File: config.mk
export PLATFORM = sky130hd
export DESIGN_NAME = asram_ctrl
export DESIGN_NICKNAME = d
export VERILOG_FILES = /design/src/rtl/asram_ctrl_pkg.sv /design/src/rtl/asram_phase_timer.sv /design/src/rtl/asram_seq.sv /design/src/rtl/asram_dpath.sv /design/src/rtl/asram_ctrl.sv
export SDC_FILE = /design/constraint.sdc
export NUM_CORES = 1
export LEC_CHECK = 0
export ABC_AREA = 1
export CAP_MARGIN = 20
export CORE_AREA = 2 2 67 69
export CTS_BUF_LIST = sky130_fd_sc_hd__clkbuf_8
export DETAILED_ROUTE_END_ITERATION = 16
export DIE_AREA = 0 0 69 71
export DONT_BUFFER_PORTS = 1
export GPL_ROUTABILITY_DRIVEN = 0
export MAX_ROUTING_LAYER = met4
export PLACE_DENSITY = 0.67
export SYNTH_ARGS = -nofsm -noshare
export SYNTH_HDL_FRONTEND = slang
export SYNTH_SLANG_ARGS = --single-unit
export TNS_END_PERCENT = 5
File: constraint.sdc
create_clock -name clk -period 1.3 [get_ports clk]
set_input_delay 0.26 -clock clk [delete_from_list [all_inputs] [get_ports clk]]
set_output_delay 0.26 -clock clk [all_outputs]
set_load 0.005 [all_outputs]
File: src/rtl/asram_ctrl_pkg.sv
package asram_ctrl_pkg;

  typedef enum logic [2:0] {
    PH_IDLE   = 3'd0,
    PH_LOAD   = 3'd1,
    PH_GAP    = 3'd2,
    PH_STROBE = 3'd3,
    PH_HOLD   = 3'd4
  } phase_e;

  function automatic int unsigned umax(input int unsigned a, input int unsigned b);
    return (a > b) ? a : b;
  endfunction

endpackage

File: src/rtl/asram_phase_timer.sv
module asram_phase_timer #(
  parameter int unsigned CNT_W = 4
) (
  input  logic             clk,
  input  logic             rst_n,
  input  logic             load,
  input  logic [CNT_W-1:0] load_val,
  output logic             last
);

  logic [CNT_W-1:0] cnt_q;
  logic [CNT_W-1:0] cnt_d;

  always_comb begin
    cnt_d = cnt_q;
    if (load) begin
      cnt_d = load_val;
    end else if (cnt_q != '0) begin
      cnt_d = cnt_q - 1'b1;
    end
  end

  always_ff @(posedge clk or negedge rst_n) begin
    if (!rst_n) begin
      cnt_q <= '0;
    end else begin
      cnt_q <= cnt_d;
    end
  end

  assign last = (cnt_q == '0);

endmodule

File: src/rtl/asram_seq.sv
module asram_seq
  import asram_ctrl_pkg::*;
#(
  parameter int unsigned READ_CYC = 2,
  parameter int unsigned WP_CYC   = 1,
  parameter int unsigned DW_CYC   = 1,
  parameter int unsigned TURN_CYC = 1,
  parameter int unsigned CNT_W    = 3
) (
  input  logic             clk,
  input  logic             rst_n,
  input  logic             req,
  input  logic             req_we,
  input  logic             last,
  output logic             tmr_load,
  output logic [CNT_W-1:0] tmr_val,
  output logic             accept,
  output logic             capture,
  output logic             ack,
  output logic             ce_n,
  output logic             we_n,
  output logic             oe_n,
  output logic             dq_oe
);

  localparam int unsigned PULSE_CYC = umax(WP_CYC, DW_CYC);
  localparam logic [CNT_W-1:0] LOAD_LEN  = CNT_W'(READ_CYC - 1);
  localparam logic [CNT_W-1:0] PULSE_LEN = CNT_W'(PULSE_CYC - 1);
  localparam logic [CNT_W-1:0] GAP_LEN   = CNT_W'(TURN_CYC - 1);

  phase_e ph_q, ph_d;
  logic   ce_n_d, we_n_d, oe_n_d, dq_oe_d, ack_d;

  // next-phase logic
  always_comb begin
    ph_d     = ph_q;
    tmr_load = 1'b0;
    tmr_val  = '0;
    accept   = 1'b0;
    capture  = 1'b0;
    unique case (ph_q)
      PH_IDLE: begin
        if (req) begin
          accept   = 1'b1;
          tmr_load = 1'b1;
          if (req_we) begin
            ph_d    = PH_STROBE;
            tmr_val = PULSE_LEN;
          end else begin
            ph_d    = PH_LOAD;
            tmr_val = LOAD_LEN;
          end
        end
      end
      PH_LOAD: begin
        if (last) begin
          capture  = 1'b1;
          tmr_load = 1'b1;
          tmr_val  = GAP_LEN;
          ph_d     = PH_GAP;
        end
      end
      PH_GAP: begin
        if (last) begin
          ph_d = PH_IDLE;
        end
      end
      PH_STROBE: begin
        if (last) begin
          ph_d = PH_HOLD;
        end
      end
      PH_HOLD: begin
        ph_d = PH_IDLE;
      end
      default: begin
        ph_d = PH_IDLE;
      end
    endcase
  end

  // pin decode from the next phase, so pins are registered
  always_comb begin
    ce_n_d  = !((ph_d == PH_LOAD) || (ph_d == PH_STROBE) || (ph_d == PH_HOLD));
    we_n_d  = (ph_d != PH_STROBE);
    oe_n_d  = (ph_d != PH_LOAD);
    dq_oe_d = (ph_d == PH_STROBE) || (ph_d == PH_HOLD);
    ack_d   = capture || ((ph_q == PH_STROBE) && (ph_d == PH_HOLD));
  end

  always_ff @(posedge clk or negedge rst_n) begin
    if (!rst_n) begin
      ph_q  <= PH_IDLE;
      ce_n  <= 1'b1;
      we_n  <= 1'b1;
      oe_n  <= 1'b1;
      dq_oe <= 1'b0;
      ack   <= 1'b0;
    end else begin
      ph_q  <= ph_d;
      ce_n  <= ce_n_d;
      we_n  <= we_n_d;
      oe_n  <= oe_n_d;
      dq_oe <= dq_oe_d;
      ack   <= ack_d;
    end
  end

  // deselected means nothing active and bus released
  a_r1_standby_quiet: assert property (@(posedge clk) disable iff (!rst_n)
    ce_n |-> (we_n && oe_n && !dq_oe));

  // output enable stays high while the strobe is low
  a_r4_strobe_oe_high: assert property (@(posedge clk) disable iff (!rst_n)
    !we_n |-> (oe_n && !ce_n));

  // data driven during the strobe
  a_r5_drive_in_strobe: assert property (@(posedge clk) disable iff (!rst_n)
    !we_n |-> dq_oe);

  // data still driven in the cycle the strobe rises
  a_r5_hold_after_strobe: assert property (@(posedge clk) disable iff (!rst_n)
    $rose(we_n) |-> (dq_oe && !ce_n));

  // never drive while memory outputs are enabled
  a_r6_no_contention: assert property (@(posedge clk) disable iff (!rst_n)
    dq_oe |-> oe_n);

  // acknowledge is a single-cycle pulse
  a_r8_ack_single: assert property (@(posedge clk) disable iff (!rst_n)
    ack |=> !ack);

endmodule

File: src/rtl/asram_dpath.sv
module asram_dpath #(
  parameter int unsigned ADDR_W = 19,
  parameter int unsigned DATA_W = 8
) (
  input  logic              clk,
  input  logic              rst_n,
  input  logic              accept,
  input  logic              capture,
  input  logic [ADDR_W-1:0] req_addr,
  input  logic [DATA_W-1:0] req_wdata,
  input  logic [DATA_W-1:0] dq_in,
  output logic [ADDR_W-1:0] addr,
  output logic [DATA_W-1:0] dq_out,
  output logic [DATA_W-1:0] rdata
);

  logic [ADDR_W-1:0] addr_d;
  logic [DATA_W-1:0] wdat_d;
  logic [DATA_W-1:0] rdat_d;

  always_comb begin
    addr_d = accept  ? req_addr  : addr;
    wdat_d = accept  ? req_wdata : dq_out;
    rdat_d = capture ? dq_in     : rdata;
  end

  always_ff @(posedge clk or negedge rst_n) begin
    if (!rst_n) begin
      addr   <= '0;
      dq_out <= '0;
      rdata  <= '0;
    end else begin
      addr   <= addr_d;
      dq_out <= wdat_d;
      rdata  <= rdat_d;
    end
  end

endmodule

File: src/rtl/asram_ctrl.sv
module asram_ctrl
  import asram_ctrl_pkg::*;
#(
  parameter int unsigned ADDR_W   = 19,
  parameter int unsigned DATA_W   = 8,
  parameter int unsigned READ_CYC = 2,
  parameter int unsigned WP_CYC   = 1,
  parameter int unsigned DW_CYC   = 1,
  parameter int unsigned TURN_CYC = 1
) (
  input  logic              clk,
  input  logic              rst_n,
  input  logic              req,
  input  logic              req_we,
  input  logic [ADDR_W-1:0] req_addr,
  input  logic [DATA_W-1:0] req_wdata,
  output logic              ack,
  output logic [DATA_W-1:0] rdata,
  output logic              mem_ce_n,
  output logic              mem_we_n,
  output logic              mem_oe_n,
  output logic [ADDR_W-1:0] mem_addr,
  output logic [DATA_W-1:0] mem_dq_out,
  output logic              mem_dq_oe,
  input  logic [DATA_W-1:0] mem_dq_in
);

  localparam int unsigned LONGEST = umax(umax(READ_CYC, umax(WP_CYC, DW_CYC)), TURN_CYC);
  localparam int unsigned CNT_W   = $clog2(LONGEST) + 1;

  logic             tmr_load;
  logic [CNT_W-1:0] tmr_val;
  logic             tmr_last;
  logic             accept;
  logic             capture;

  asram_phase_timer #(.CNT_W(CNT_W)) u_timer (
    .clk      (clk),
    .rst_n    (rst_n),
    .load     (tmr_load),
    .load_val (tmr_val),
    .last     (tmr_last)
  );

  asram_seq #(
    .READ_CYC (READ_CYC),
    .WP_CYC   (WP_CYC),
    .DW_CYC   (DW_CYC),
    .TURN_CYC (TURN_CYC),
    .CNT_W    (CNT_W)
  ) u_seq (
    .clk      (clk),
    .rst_n    (rst_n),
    .req      (req),
    .req_we   (req_we),
    .last     (tmr_last),
    .tmr_load (tmr_load),
    .tmr_val  (tmr_val),
    .accept   (accept),
    .capture  (capture),
    .ack      (ack),
    .ce_n     (mem_ce_n),
    .we_n     (mem_we_n),
    .oe_n     (mem_oe_n),
    .dq_oe    (mem_dq_oe)
  );

  asram_dpath #(.ADDR_W(ADDR_W), .DATA_W(DATA_W)) u_dpath (
    .clk       (clk),
    .rst_n     (rst_n),
    .accept    (accept),
    .capture   (capture),
    .req_addr  (req_addr),
    .req_wdata (req_wdata),
    .dq_in     (mem_dq_in),
    .addr      (mem_addr),
    .dq_out    (mem_dq_out),
    .rdata     (rdata)
  );

  // address held while the memory is selected
  a_r10_addr_stable: assert property (@(posedge clk) disable iff (!rst_n)
    (!mem_ce_n && $past(!mem_ce_n)) |-> $stable(mem_addr));

  // store data held while the bus is driven
  a_r5_data_stable: assert property (@(posedge clk) disable iff (!rst_n)
    (mem_dq_oe && $past(mem_dq_oe)) |-> $stable(mem_dq_out));

endmodule

# Word-level counts from Yosys, hierarchy flattened

Index checks and enable logic that the tools add are counted.

Add/sub/neg operators: 1
Equal/unequal tests: 8
Multiplexer cells: 16
Reduce and logical (&&, ||, !) cells: 10

Operator list:

| kind                                             | count |
|---|---|
| 2-to-1 mux 3 bit                                 | 4 |
| one-hot mux 3 bit (4 select lines)               | 1 |
| 2-to-1 mux 2 bit                                 | 5 |
| == test 3 x 2 -> 1 bit, second input constant    | 3 |
| == test 3 x 1 -> 1 bit, second input constant    | 2 |
| 2-to-1 mux 1 bit                                 | 5 |
| logical OR 1 bit                                 | 4 |
| nonzero test 2 bit                               | 2 |
| == test 3 bit, second input constant             | 1 |
| zero test 3 bit                                  | 1 |
| != test 3 x 1 -> 1 bit, second input constant    | 1 |
| != test 3 x 2 -> 1 bit, second input constant    | 1 |
| zero test 2 bit                                  | 1 |
| one-hot mux 1 bit (2 select lines)               | 1 |
| subtractor 2 x 1 -> 2 bit, second input constant | 1 |
| logical AND 1 bit                                | 1 |
| zero test 1 bit                                  | 1 |

Register bits after elaboration: 45
Input bits: 39
Output and inout port bits: 40
Word-level logic and storage cells: 45

# Logic depth before layout (Yosys ltp)

Depth after elaboration: 7
Mapped depth: 10

# Cells and area by module

From an unflattened synthesis, not the netlist that was laid out.

Cell total of the unflattened synthesis: 207
Area, all modules: 1,865.5 um^2

Modules (own cells, without submodules):

| module            | times used | cells each | area an instance (um^2) |
|---|---|---|---|
| asram_dpath       | 1          | 148        | 1,358.8 |
| asram_seq         | 1          | 42         | 386.6 |
| asram_phase_timer | 1          | 17         | 120.1 |

# Worst setup path after synthesis

OpenSTA, ideal clock, no wires.

Path kind: reg-to-reg
From: register u_timer.cnt_q[0]
To: register u_seq.dq_oe
Library setup time: 0.117 ns
Arrival: 1.234 ns
Path slack: -0.051 ns
Cell stages (with the launch flop): 11
Buffers on the path: 0
Clock period less this slack: 1.351 ns
Cell sequence: dfrtp_1 -> inv_1 -> ha_1 -> nand2_1 -> clkinv_2 -> nand2_4 -> nand2_1 -> inv_2 -> nand2_2 -> nand2_2 -> nand2_1

Cells in the longest elaborated chain, start to end: 5
Elaborated cells on any way between the ends: 8
Those cells by class: eq/ne: 2; mux: 4; reduce/logical: 2

Ends and longest elaborated chain:

| what                                                    | RTL line                                          | RTL |
|---|---|---|
| from (decl)                                             | asram_phase_timer.sv:11                           | `logic [CNT_W-1:0] cnt_q;` |
| from (signal assigned)                                  | asram_phase_timer.sv:27                           | `cnt_q <= cnt_d;` |
| zero test 2 bit (*)                                     | asram_phase_timer.sv:31                           | `assign last = (cnt_q == '0);` |
| 2-to-1 mux 3 bit, on equally long branches              | asram_seq.sv:69, asram_seq.sv:56, asram_seq.sv:64 |  |
| one-hot mux 3 bit (4 select lines) (*)                  | asram_seq.sv:41                                   | `unique case (ph_q)` |
| named net u_seq.ph_d[1]                                 | asram_seq.sv:31                                   | `phase_e ph_q, ph_d;` |
| == test 3 x 2 -> 1 bit or == test 3 bit (tied branches) | asram_seq.sv:87                                   | `dq_oe_d = (ph_d == PH_STROBE) \|\| (ph_d == PH_HOLD);` |
| logical OR 1 bit (*)                                    | asram_seq.sv:87                                   |  |
| named net u_seq.dq_oe_d                                 | asram_seq.sv:32                                   | `logic ce_n_d, we_n_d, oe_n_d, dq_oe_d, ack_d;` |
| to (signal assigned)                                    | asram_seq.sv:104                                  | `dq_oe <= dq_oe_d;` |
| to (decl)                                               | asram_seq.sv:23                                   | `output logic dq_oe` |

Mark *: on every way through the listed nets, which the timed path passes. The rest lies on a longest branch.
A chain may end at the register's enable or synchronous reset.

# Worst setup path after layout

From: register u_timer.cnt_q[0]
To: register u_dpath.rdata[5]

Cells in the longest elaborated chain, start to end: 3

Ends and longest elaborated chain:

| what                 | RTL line                | RTL |
|---|---|---|
| zero test 2 bit      | asram_phase_timer.sv:31 |  |
| 2-to-1 mux 1 bit     | asram_seq.sv:56         | `if (last) begin` |
| 2-to-1 mux 1 bit     | asram_seq.sv:41         |  |
| to (signal assigned) | asram_dpath.sv:35       | `rdata <= rdat_d;` |
| to (decl)            | asram_dpath.sv:14       | `output logic [DATA_W-1:0] rdata` |

No other way between the ends.

==> results list <==
- Core Util, Final: 0.488
* Data arrival, critical path: 1.40 ns
* Number of synthesis warnings: 0
- CORE AREA: 0.00420 mm²
- Clock latency of the later-clocked register in the worst-skew pair: 0.29 ns
- Total of max-cap violations: 0
- Mapped Nets: 234
- Of the cells placed in the final design, the portion with a size suffix greater than 1 is 0.154.
* Violations in the final reports: negative hold slack
- Most frequent standard cell in the layout excluding fill and tap cells: sky130_fd_sc_hd__nand2_1
- The clock net in this run drives a total of 45 sinks.
- The share of the Yosys chip area taken by registers is 0.616.
- Number of flops mapped to enable cells by yosys: 0
- Largest fanout on the critical path: 8
* Starting DRC count in detailed routing: 100
- In this run the critical register-to-register path is launched from u_timer.cnt_q[0]$_DFFE_PN0P_.
- Based on the critical path, the design can be clocked at up to between 0.8 and 0.9 GHz.
* Leading area contributor after synthesis: sky130_fd_sc_hd__dfrtp_1
- For this block, the routed nets add up to 3620 µm of wire.
- Largest net degree at the start of global routing: 46
- Number of instances in the synthesized netlist: 194
* Area grow syn2layout: 11.8%
* Critical path origin: u_timer.cnt_q[0]$_DFFE_PN0P_
- STA classifies the critical path startpoint as a flip-flop.
- Power spread over the standard cell area amounts to 2630 mW/mm².
* Number of slew-limit violations in the final report: 0
* Via count of the first global-routing pass: between 1,000 and 1,500
- Headroom to the max-slew limit: 0.819
- Hold slack: -0.343 ns
* Number of antenna violations at the first check in global routing: 0
- Area of placed instances: 0.00191 mm²
* Routed via count: roughly 1,300
- Clock-pin slew reported for the worst setup and hold paths after clock tree synthesis: ~0.08 ns
- Final setup margin: just over 0.08 ns
- The clock passes through at most 2 buffers.
* Post-synthesis area per instance: 9.45 µm²
* Num rows: 24
- The first detailed-routing pass ran for 4 iterations.
- Hold violation total from the final report: 45
* Count of antenna diodes in the layout: 0
- Die span in y: 71 µm
- Leaving out fill and tap cells, the most frequent cells in the layout are sky130_fd_sc_hd__nand2_1 (75), sky130_fd_sc_hd__dfrtp_1 (41), sky130_fd_sc_hd__nand3_1 (38).
- The min-delay analysis places its worst path in the category in -> async.
- The initial utilization of the core area, before any placement, comes to 0.436.
- After detailed routing, the number of vias per cell comes to 5.04.
- During I/O placement, the number of pins put on the boundary was 79.
- After the last flow step, the layout net total stands at 240.
- Once detailed placement completed, the half-perimeter wirelength came to around 2500 µm.
* Status: complete, but fails checks
- Top cells by area in the synthesized netlist: sky130_fd_sc_hd__dfrtp_1 (57%), sky130_fd_sc_hd__nand2_1 (16%), sky130_fd_sc_hd__nand3_1 (11%), sky130_fd_sc_hd__dfstp_2 (4.3%), sky130_fd_sc_hd__buf_6 (1.2%)
* Total of buffers placed on input and output ports: 0
* Area fraction of the dominant cell type after synthesis: 0.573
* Clock skew after layout: between 0.006 and 0.007 ns
- Post-detailed-route count of antenna-violating nets: 0
- Counting distinct cell types in the post-synthesis netlist gives 23.
* Worst vdd rail ir drop: 1.12 mV
- Crit-path slowest cell: sky130_fd_sc_hd__dfrtp_1
- Total power for the finished layout comes to 5.40 mW.
- In the finished design, the share of the clock period the worst path needs comes to 0.937.
- Across every metal layer, demand over resource in global routing totals 0.161.
- Setup repair after global routing could not meet its margin everywhere.
- Total of flip-flops plus latches after synthesis: 45
- By instance count, the cell type seen most on the critical path is sky130_fd_sc_hd__nand2_1.
* Level count of the clock H-tree: 2
* Top FF cell, synth: sky130_fd_sc_hd__dfrtp_1
- Remaining global-route overflow: 0
- The analysis attributes to cell leakage a power of 1.08 nW.
* Die area: 0.00490 mm²
* Critical Path RT: roughly 1.5 ns
* WS Path Type: reg -> reg
* Async SR Flop Fraction: 1.00
- Non-Filler Cell Area, Final: between 0.002 and 0.0025 mm²
- After detailed routing, the number of remaining DRC violations is 0.
- Summing every instance area after synthesis gives 0.00183 mm².
- Wire length of the first global-routing pass: 6020 µm
- In this design, the stage delay of the slowest critical-path cell is 0.39 ns.
* Number of endpoints failing setup at the final stage: 0
- Endpoint class of the critical path: flip-flop
- Buffers inserted during clock tree synthesis total 5.
- Crit path cell chain: inv_1 -> ha_2 -> nand2_2 -> clkinv_2 -> nand2_4 -> buf_4 -> nand2_1 -> nand2_1
* Routed len/inst: 14.3 µm
- Post-place setup slack: -0.00477 ns
- The root buffer cell chosen for the clock tree is sky130_fd_sc_hd__clkbuf_8.
- Final critical-path required period: 1.22 ns
- TritonCTS built the clock tree.
- At the pin with the least slew margin, the transition time is 0.272 ns.
* Width of the chip: 69 µm
[cell families after synthesis]
family                   Yosys count  synth area share
AND/OR/NAND/NOR                  127             0.317
flip-flops                        45             0.616
buffers and inverters             17            0.0464
AO/OA/AOI/OAI                      3           0.00887
XOR/XNOR                           1           0.00478
adder cells (fa/ha/maj)            1           0.00682
[registers in the layout (all words and copies together), names as in the netlist]
register,flops
u_dpath.addr,19
u_dpath.dq_out,8
u_dpath.rdata,8
u_seq.ack,1
u_seq.ce_n,1
u_seq.dq_oe,1
u_seq.oe_n,1
u_seq.ph_q,3
u_seq.we_n,1
u_timer.cnt_q,2
[through the flow]
| step | std cells | setup TNS, ns | hold slack [ns] |
|---|---|---|---|
| floorplan | 194 | 0 | -0.0356 |
| global placement | 243 | 0 | -0.0349 |
| detailed placement | 243 | -0.00477 | -0.0348 |
| CTS | 252 | 0 | -0.357 |
| global route | 253 | -0.0222 | -0.369 |
| finish | 253 | 0 | -0.343 |
[final cells by class]
type,instances,area (µm²)
Fill cell,403,2150
Multi-Input combinational cell,132,633
Clock inverter,3,38.8
Timing Repair Buffer,7,77.6
Inverter,9,35.0
Clock buffer,5,68.8
Sequential cell,45,1130
Tap cell,52,65.1
[synth_stat cells (2+ instances only)]
library cell and count:
sky130_fd_sc_hd__nand3_1 39, sky130_fd_sc_hd__nand4_1 2, sky130_fd_sc_hd__nor2_1 3, sky130_fd_sc_hd__nand2_2 2, sky130_fd_sc_hd__inv_1 6, sky130_fd_sc_hd__buf_2 4, sky130_fd_sc_hd__clkbuf_1 2, sky130_fd_sc_hd__dfrtp_1 42
sky130_fd_sc_hd__inv_2 2, sky130_fd_sc_hd__buf_6 2, sky130_fd_sc_hd__nand2_1 76, sky130_fd_sc_hd__dfstp_2 3
[report_power, final]
group,leakage [nW],switching [mW],internal [mW]
Sequential,0.553,0.533,2.09
Combinational,0.472,1.03,0.746
Clock,0.0593,0.445,0.562
[path summary, 6_finish.rpt]
| kind | endpoint | slack, ns | cells after the start |
|---|---|---|---|
| worst min-delay path | u_dpath.addr[16]$_DFFE_PN0P_ | -0.34 | 0 |
| worst max-delay path | u_dpath.rdata[5]$_DFFE_PN0P_ | 0.08 | 8 |
| min in group clk | u_timer.cnt_q[0]$_DFFE_PN0P_ | 0.08 | 1 |
| max in group asynchronous | u_seq.ce_n$_DFF_PN1_ | 1.47 | 0 |
| worst min register to register | u_dpath.rdata[7]$_DFFE_PN0P_ | 0.51 | 2 |
| worst max register to register | u_dpath.rdata[5]$_DFFE_PN0P_ | 0.08 | 8 |
[per-layer routing]
metal / wire (µm) / global-route usage
met1: 1580 / 0.209
met2: 1800 / 0.241
met3: 224 / 0.0541
met4: 21 / 0.0458
met5: 0 / -
[worst max-delay path: cells and delay by family (launching register included)]
family | cells | cell delay (ns)
AND/OR/NAND/NOR | 4 | 0.24
buffers and inverters | 3 | 0.29
flip-flops | 1 | 0.39
adder cells (fa/ha/maj) | 1 | 0.19
[repair_timing]
action                                 CTS  global route
pin swaps                                0             1
setup buffers                            1             1
gates cloned                             0             0
gates resized for setup                  0             4
endpoints found under the hold margin   45            45
setup endpoints to repair                1             9
(Power assumes the default switching activity.)
